### src/rtl/sreg_pkg.sv
package sreg_pkg;
   localparam int ADDR_W_DEF = 8;
   localparam int DATA_W_DEF = 8;
   localparam int SYNC_DEF   = 2;

   // synchronized view of the three serial wires
   typedef struct packed {
      logic sel;
      logic sck;
      logic dat;
   } ser_pins_t;

   // reset level of the synchronized wires: select idle high
   localparam ser_pins_t PINS_IDLE = '{sel: 1'b1, sck: 1'b0, dat: 1'b0};
endpackage

### src/rtl/sreg_sync.sv
module sreg_sync #(
   parameter int              W       = 3,
   parameter int              STAGES  = 2,
   parameter logic [W-1:0]    RST_VAL = '0
) (
   input  logic         clk,
   input  logic         rst_n,
   input  logic [W-1:0] d_i,
   output logic [W-1:0] q_o
);
   generate
      if (STAGES < 2) begin : g_bad
         $error("sreg_sync: STAGES must be at least 2");
      end
   endgenerate

   logic [W-1:0] stg [STAGES];

   generate
      for (genvar s = 0; s < STAGES; s++) begin : g_stage
         always_ff @(posedge clk or negedge rst_n) begin
            if (!rst_n) begin
               stg[s] <= RST_VAL;
            end else if (s == 0) begin
               stg[s] <= d_i;
            end else begin
               stg[s] <= stg[(s == 0) ? 0 : s-1];
            end
         end
      end
   endgenerate

   assign q_o = stg[STAGES-1];
endmodule

### src/rtl/sreg_frame.sv
module sreg_frame
   import sreg_pkg::*;
#(
   parameter int ADDR_W = ADDR_W_DEF,
   parameter int DATA_W = DATA_W_DEF,
   localparam int WORD_W = ADDR_W + DATA_W,
   localparam int CNT_W  = $clog2(WORD_W + 1)
) (
   input  logic              clk,
   input  logic              rst_n,
   input  ser_pins_t         pins_i,
   output logic              stb_o,
   output logic [ADDR_W-1:0] addr_o,
   output logic [DATA_W-1:0] data_o,
   output logic [CNT_W-1:0]  cnt_o
);
   localparam logic [CNT_W-1:0] FULL = CNT_W'(WORD_W);

   logic              sel_q, sck_q;
   logic              sel_fall, sel_rise, sck_rise;
   logic [WORD_W-1:0] shreg;
   logic [CNT_W-1:0]  cnt;

   always_ff @(posedge clk or negedge rst_n) begin
      if (!rst_n) begin
         sel_q <= PINS_IDLE.sel;
         sck_q <= PINS_IDLE.sck;
      end else begin
         sel_q <= pins_i.sel;
         sck_q <= pins_i.sck;
      end
   end

   assign sel_fall = sel_q & ~pins_i.sel;
   assign sel_rise = ~sel_q & pins_i.sel;
   assign sck_rise = ~sck_q & pins_i.sck;

   // shift path: keeps the most recent WORD_W bits, count saturates
   always_ff @(posedge clk or negedge rst_n) begin
      if (!rst_n) begin
         shreg <= '0;
         cnt   <= '0;
      end else if (sel_fall) begin
         shreg <= '0;
         cnt   <= '0;
      end else if (!pins_i.sel && sck_rise) begin
         shreg <= {shreg[WORD_W-2:0], pins_i.dat};
         if (cnt != FULL) cnt <= cnt + 1'b1;
      end
   end

   // commit on select release with a complete word
   always_ff @(posedge clk or negedge rst_n) begin
      if (!rst_n) begin
         stb_o  <= 1'b0;
         addr_o <= '0;
         data_o <= '0;
      end else begin
         stb_o <= sel_rise && (cnt == FULL);
         if (sel_rise && (cnt == FULL)) begin
            addr_o <= shreg[WORD_W-1:DATA_W];
            data_o <= shreg[DATA_W-1:0];
         end
      end
   end

   assign cnt_o = cnt;
endmodule

### src/rtl/sreg_file.sv
module sreg_file #(
   parameter int ADDR_W = 8,
   parameter int DATA_W = 8,
   parameter bit RD_REG = 1'b0,
   localparam int DEPTH = 1 << ADDR_W
) (
   input  logic              clk,
   input  logic              rst_n,
   input  logic              we_i,
   input  logic [ADDR_W-1:0] waddr_i,
   input  logic [DATA_W-1:0] wdata_i,
   input  logic [ADDR_W-1:0] raddr_i,
   output logic [DATA_W-1:0] rdata_o
);
   logic [DATA_W-1:0] mem [DEPTH];

   always_ff @(posedge clk or negedge rst_n) begin
      if (!rst_n) begin
         for (int i = 0; i < DEPTH; i++) mem[i] <= '0;
      end else if (we_i) begin
         mem[waddr_i] <= wdata_i;
      end
   end

   generate
      if (RD_REG) begin : g_rd_reg
         always_ff @(posedge clk or negedge rst_n) begin
            if (!rst_n) rdata_o <= '0;
            else        rdata_o <= mem[raddr_i];
         end
      end else begin : g_rd_comb
         assign rdata_o = mem[raddr_i];
      end
   endgenerate
endmodule

### src/rtl/sreg_load_port.sv
module sreg_load_port
   import sreg_pkg::*;
#(
   parameter int ADDR_W      = ADDR_W_DEF,
   parameter int DATA_W      = DATA_W_DEF,
   parameter int SYNC_STAGES = SYNC_DEF,
   localparam int WORD_W = ADDR_W + DATA_W,
   localparam int CNT_W  = $clog2(WORD_W + 1)
) (
   input  logic              clk,
   input  logic              rst_n,
   input  logic              sel_n,
   input  logic              ser_clk,
   input  logic              ser_dat,
   input  logic [ADDR_W-1:0] rd_addr,
   output logic [DATA_W-1:0] rd_data,
   output logic              wr_stb,
   output logic [ADDR_W-1:0] wr_addr,
   output logic [DATA_W-1:0] wr_data
);
   generate
      if (ADDR_W < 1 || DATA_W < 1) begin : g_bad_w
         $error("sreg_load_port: widths must be positive");
      end
      if (ADDR_W > 12) begin : g_bad_depth
         $error("sreg_load_port: register file too deep");
      end
   endgenerate

   ser_pins_t        pins_raw, pins_s;
   logic [CNT_W-1:0] frm_cnt;

   assign pins_raw = '{sel: sel_n, sck: ser_clk, dat: ser_dat};

   sreg_sync #(
      .W       (3),
      .STAGES  (SYNC_STAGES),
      .RST_VAL (PINS_IDLE)
   ) u_sync (
      .clk   (clk),
      .rst_n (rst_n),
      .d_i   (pins_raw),
      .q_o   (pins_s)
   );

   sreg_frame #(
      .ADDR_W (ADDR_W),
      .DATA_W (DATA_W)
   ) u_frame (
      .clk    (clk),
      .rst_n  (rst_n),
      .pins_i (pins_s),
      .stb_o  (wr_stb),
      .addr_o (wr_addr),
      .data_o (wr_data),
      .cnt_o  (frm_cnt)
   );

   sreg_file #(
      .ADDR_W (ADDR_W),
      .DATA_W (DATA_W),
      .RD_REG (1'b0)
   ) u_file (
      .clk     (clk),
      .rst_n   (rst_n),
      .we_i    (wr_stb),
      .waddr_i (wr_addr),
      .wdata_i (wr_data),
      .raddr_i (rd_addr),
      .rdata_o (rd_data)
   );
endmodule

### config.mk
export PLATFORM = sky130hd
export DESIGN_NAME = sreg_load_port
export DESIGN_NICKNAME = d
export VERILOG_FILES = /design/src/rtl/sreg_pkg.sv /design/src/rtl/sreg_sync.sv /design/src/rtl/sreg_frame.sv /design/src/rtl/sreg_file.sv /design/src/rtl/sreg_load_port.sv
export SDC_FILE = /design/constraint.sdc
export NUM_CORES = 2
export LEC_CHECK = 0
export ABC_AREA = 1
export BUFFER_PORTS_ARGS = -buffer_cell sky130_fd_sc_hd__buf_2
export CORE_MARGIN = 2
export CORE_UTILIZATION = 55
export DETAILED_ROUTE_END_ITERATION = 7
export PLACE_DENSITY = 0.76
export SYNTH_ARGS = -nofsm -noshare
export SYNTH_HDL_FRONTEND = slang
export SYNTH_SLANG_ARGS = --single-unit
### constraint.sdc
create_clock -name clk -period 2.3 [get_ports clk]
set_input_delay 0.46 -clock clk [delete_from_list [all_inputs] [get_ports clk]]
set_output_delay 0.46 -clock clk [all_outputs]
set_load 0.02 [all_outputs]
==> impl_metrics.json <==
{
  "crit_required_ps": 1840,
  "cts_root_buf": "clkbuf_16",
  "timing.final.ws_setup_ps": -744.9,
  "p_switching_mw": 18.98,
  "cts_tree": "done",
  "synth_top_family_by_area": "simple AND/OR/NAND/NOR gates",
  "syn_nets": 11741,
  "violations": "DRC, setup timing",
  "start_util_pct": 55.18,
  "clk_pin_slew_ps": 60,
  "synth-compound-area-share_pct": 11.17,
  "fmax_mhz": 328.4,
  "io_pins": 38,
  "skew_ps": 41.18,
  "drt_first_iter_violations": 13529,
  "drive_above_1_share_pct": 13.04,
  "seq_power_share_pct": 46.5,
  "drc_errors": 1,
  "clkSinkCount": 2094,
  "synth_cell_types": 26,
  "clockBufferDepth": 3,
  "netlist_instances": 11726,
  "gp_congestion": 1.013,
  "path_cells": "buf_16 -> clkinv_16 -> buf_16 -> buf_12 -> buf_16 -> nand2_1 -> nand3_1 -> nand3_1 -> nand3_2 -> nand3_2 -> nand3_2 -> nand3_4 -> nand2_2 -> nand2_4 -> nand2_4 -> buf_4",
  "switching_share_pct": 23.94,
  "wl_per_cell_um": 22.46,
  "multiInputGateArea_um2": 40160,
  "fp.dieH_um": 418.2,
  "routed_wl_mm": 315.1,
  "end_kind": "output port",
  "hold_viol": 0,
  "p_leak_nw": 48.70,
  "antenna_found_initial": 7,
  "yosys.area_share.adder_pct": 0.02652,
  "hold-worst-slack_ps": 115.2,
  "slew_viol_final": 0,
  "core_area_um2": 171000,
  "pwr-share-comb_pct": 6.8,
  "hp-class": "input pin to asynchronous set/reset pin",
  "dp_hpwl_mm": 192.6,
  "grt_max_degree": 144,
  "crit_type": "input pin to output port",
  "yosys_register_bits": 2094,
  "synth-simple-area-share_pct": 28.84,
  "grt_pass1_wl_mm": 484.0,
  "fin_crit_ps": 3045,
  "port_buffers": 37,
  "place_area_um2": 99850,
  "clkLatencyLatePin_ps": 860,
  "critical_path.max_stage_delay_ps": 190,
  "place_ws_ps": -1362,
  "syn_area_um2": 94350,
  "finalCritPeriodShare_pct": 132.4,
  "p_int_mw": 60.30,
  "numCtsBuffers": 215,
  "setup_violations": 8,
  "avgSynthCellArea_um2": 8.046,
  "final-seq-area_um2": 52400,
  "muxShareOfSynthArea_pct": 0,
  "grt_pass1_vias": 82328,
  "die-area_um2": 174900,
  "critPathLaunchType": "input pin",
  "vdd_ir_drop_max_mv": 1.076,
  "maxCapViolCount": 0,
  "arrival_ps": 2580,
  "synth_xor_area_share_pct": 0,
  "cp_slowest_cell": "buf_16",
  "fin_nets": 11630,
  "p_per_area_nw_per_um2": 713.1,
  "cp_max_fo": 30,
  "vias": 86977,
  "ys_warn_count": 0,
  "rsz0062_at_grt": "true",
  "post_drt_via_cell_ratio": 6.198,
  "placementRows": 152,
  "grtUsageTotal_pct": 35.43,
  "layout_commonest_cell": "nand2_1",
  "drt_pass1_iterations": 8,
  "postLayoutCellArea_um2": 111200,
  "fillers": 13369,
  "power_frac_clock_pct": 46.7,
  "final_cell_mix": "nand2_1 (4,046), dfrtp_1 (2,091), o21ai_0 (1,809)",
  "r2r.worst_path.cells": 7,
  "grt-ovfl-total": 0,
  "die_w_um": 418.2,
  "status": "finished, violations left",
  "area_delta_synth_final_pct": 17.84,
  "slew_headroom_pct": 47.49,
  "ys_seq_area_share_pct": 55.54,
  "htree_levels": 4,
  "tightest_slew_ps": 787.7,
  "ant_nets": 0
}
[path summary, 6_finish.rpt]
check | slack, ps | start | endpoint
setup / recovery | -740 | rd_addr[0] | rd_data[6]
hold / removal | 120 | rst_n | u_file.mem[1787]
setup reg to reg | 80 | u_frame.addr_o[0] | u_file.mem[855]
hold reg to reg | 350 | u_sync.stg[4] | u_sync.q_o[1]
max in group asynchronous | 1100 | rst_n | u_file.mem[779]
min in group clk | 260 | ser_dat | u_sync.stg[3]
[repair_timing]
action,in CTS,in global routing
setup buffers,18,19
cloned,13,10
gates resized for setup,291,337
endpoints found under the setup margin,132,720
hold endpoints to repair,643,0
pin swaps,52,79
hold buffers,4,0
[stage by stage]
| step | setup TNS [ps] | utilization, % | power, mW | cells |
|---|---|---|---|---|
| floorplan | -2.300 | - | 39.60 | 11726 |
| global placement | -10230 | 58.40 | 42.07 | 13571 |
| detailed placement | -12770 | 58.40 | 42.10 | 13571 |
| CTS | -5648 | 63.96 | 79.07 | 13999 |
| global route | -6026 | 65.03 | 81.33 | 14029 |
| finish | -5666 | 65.03 | 79.29 | 14032 |
[Yosys cell counts]
cell type / n / share of area, %
a211oi_1: 1 / 0.0080
a21oi_1: 154 / 0.82
buf_1: 62 / 0.25
buf_2: 187 / 0.99
buf_4: 9 / 0.072
buf_6: 1 / 0.012
clkbuf_1: 708 / 2.8
clkinv_1: 2 / 0.0080
dfrtp_1: 2091 / 55
dfstp_2: 3 / 0.084
ha_1: 2 / 0.027
inv_1: 53 / 0.21
inv_2: 17 / 0.068
nand2_1: 4201 / 17
nand2_2: 33 / 0.22
nand3_1: 2031 / 11
nand4_1: 6 / 0.040
nor2_1: 180 / 0.72
nor2_2: 17 / 0.11
nor3_1: 3 / 0.016
nor3_2: 10 / 0.11
nor3_4: 8 / 0.14
nor3b_1: 1 / 0.0080
o21ai_0: 1815 / 9.6
o21ai_1: 124 / 0.66
o31ai_1: 7 / 0.056
[power by group through the flow]
stage	clock (mW)	combinational (mW)	sequential (mW)
finish	37.0	5.43	36.9
global placement	0	4.54	37.5
CTS	37.2	5.02	36.9
global route	38.8	5.71	36.8
floorplan	0	2.05	37.5
detailed placement	0	4.57	37.5
[flip-flops by register name, indices dropped and copies added, names as in the netlist]
name and count:
u_frame.stb_o 1, u_frame.sel_q 1, u_frame.shreg 16, u_sync.stg 3, u_sync.q_o 3, u_frame.addr_o 8, u_frame.cnt_o 5, u_frame.data_o 8
u_file.mem 2048, u_frame.sck_q 1
[metal layers]
layer / track usage (%) / wire length [um]
met4: 20.87 / 19520
met2: 53.14 / 141000
met3: 7.674 / 34010
met5: 0 / 19
met1: 47.62 / 120600
[final cells by class]
| type | count | share of cell area (%) |
|---|---|---|
| multi-input cells | 8593 | 36.12 |
| diodes | 5 | 0.01125 |
| repair buffers | 638 | 7.075 |
| inverters | 72 | 0.3533 |
| well taps | 2233 | 2.513 |
| flip-flops and latches | 2094 | 47.13 |
| repair inverters | 1 | 0.01463 |
| clock buffers | 321 | 5.803 |
| clock inverters | 75 | 0.9768 |
[logic make-up (layout without fill, tap and decap cells)]
| logic type | after synthesis | in the layout |
|---|---|---|
| adder cells (fa/ha/maj) | 2 | 2 |
| AND/OR/NAND/NOR | 6490 | 6490 |
| other | 0 | 5 |
| buffers and inverters | 1039 | 1107 |
| AO/OA/AOI/OAI | 2101 | 2101 |
| flip-flops | 2094 | 2094 |
[worst max-delay path: cells and delay by family]
family | cells | cell delay [ps]
and+or+nand+nor | 10 | 1120
buffers and inverters | 6 | 960
No activity file was read; power rests on OpenSTA's default activity.
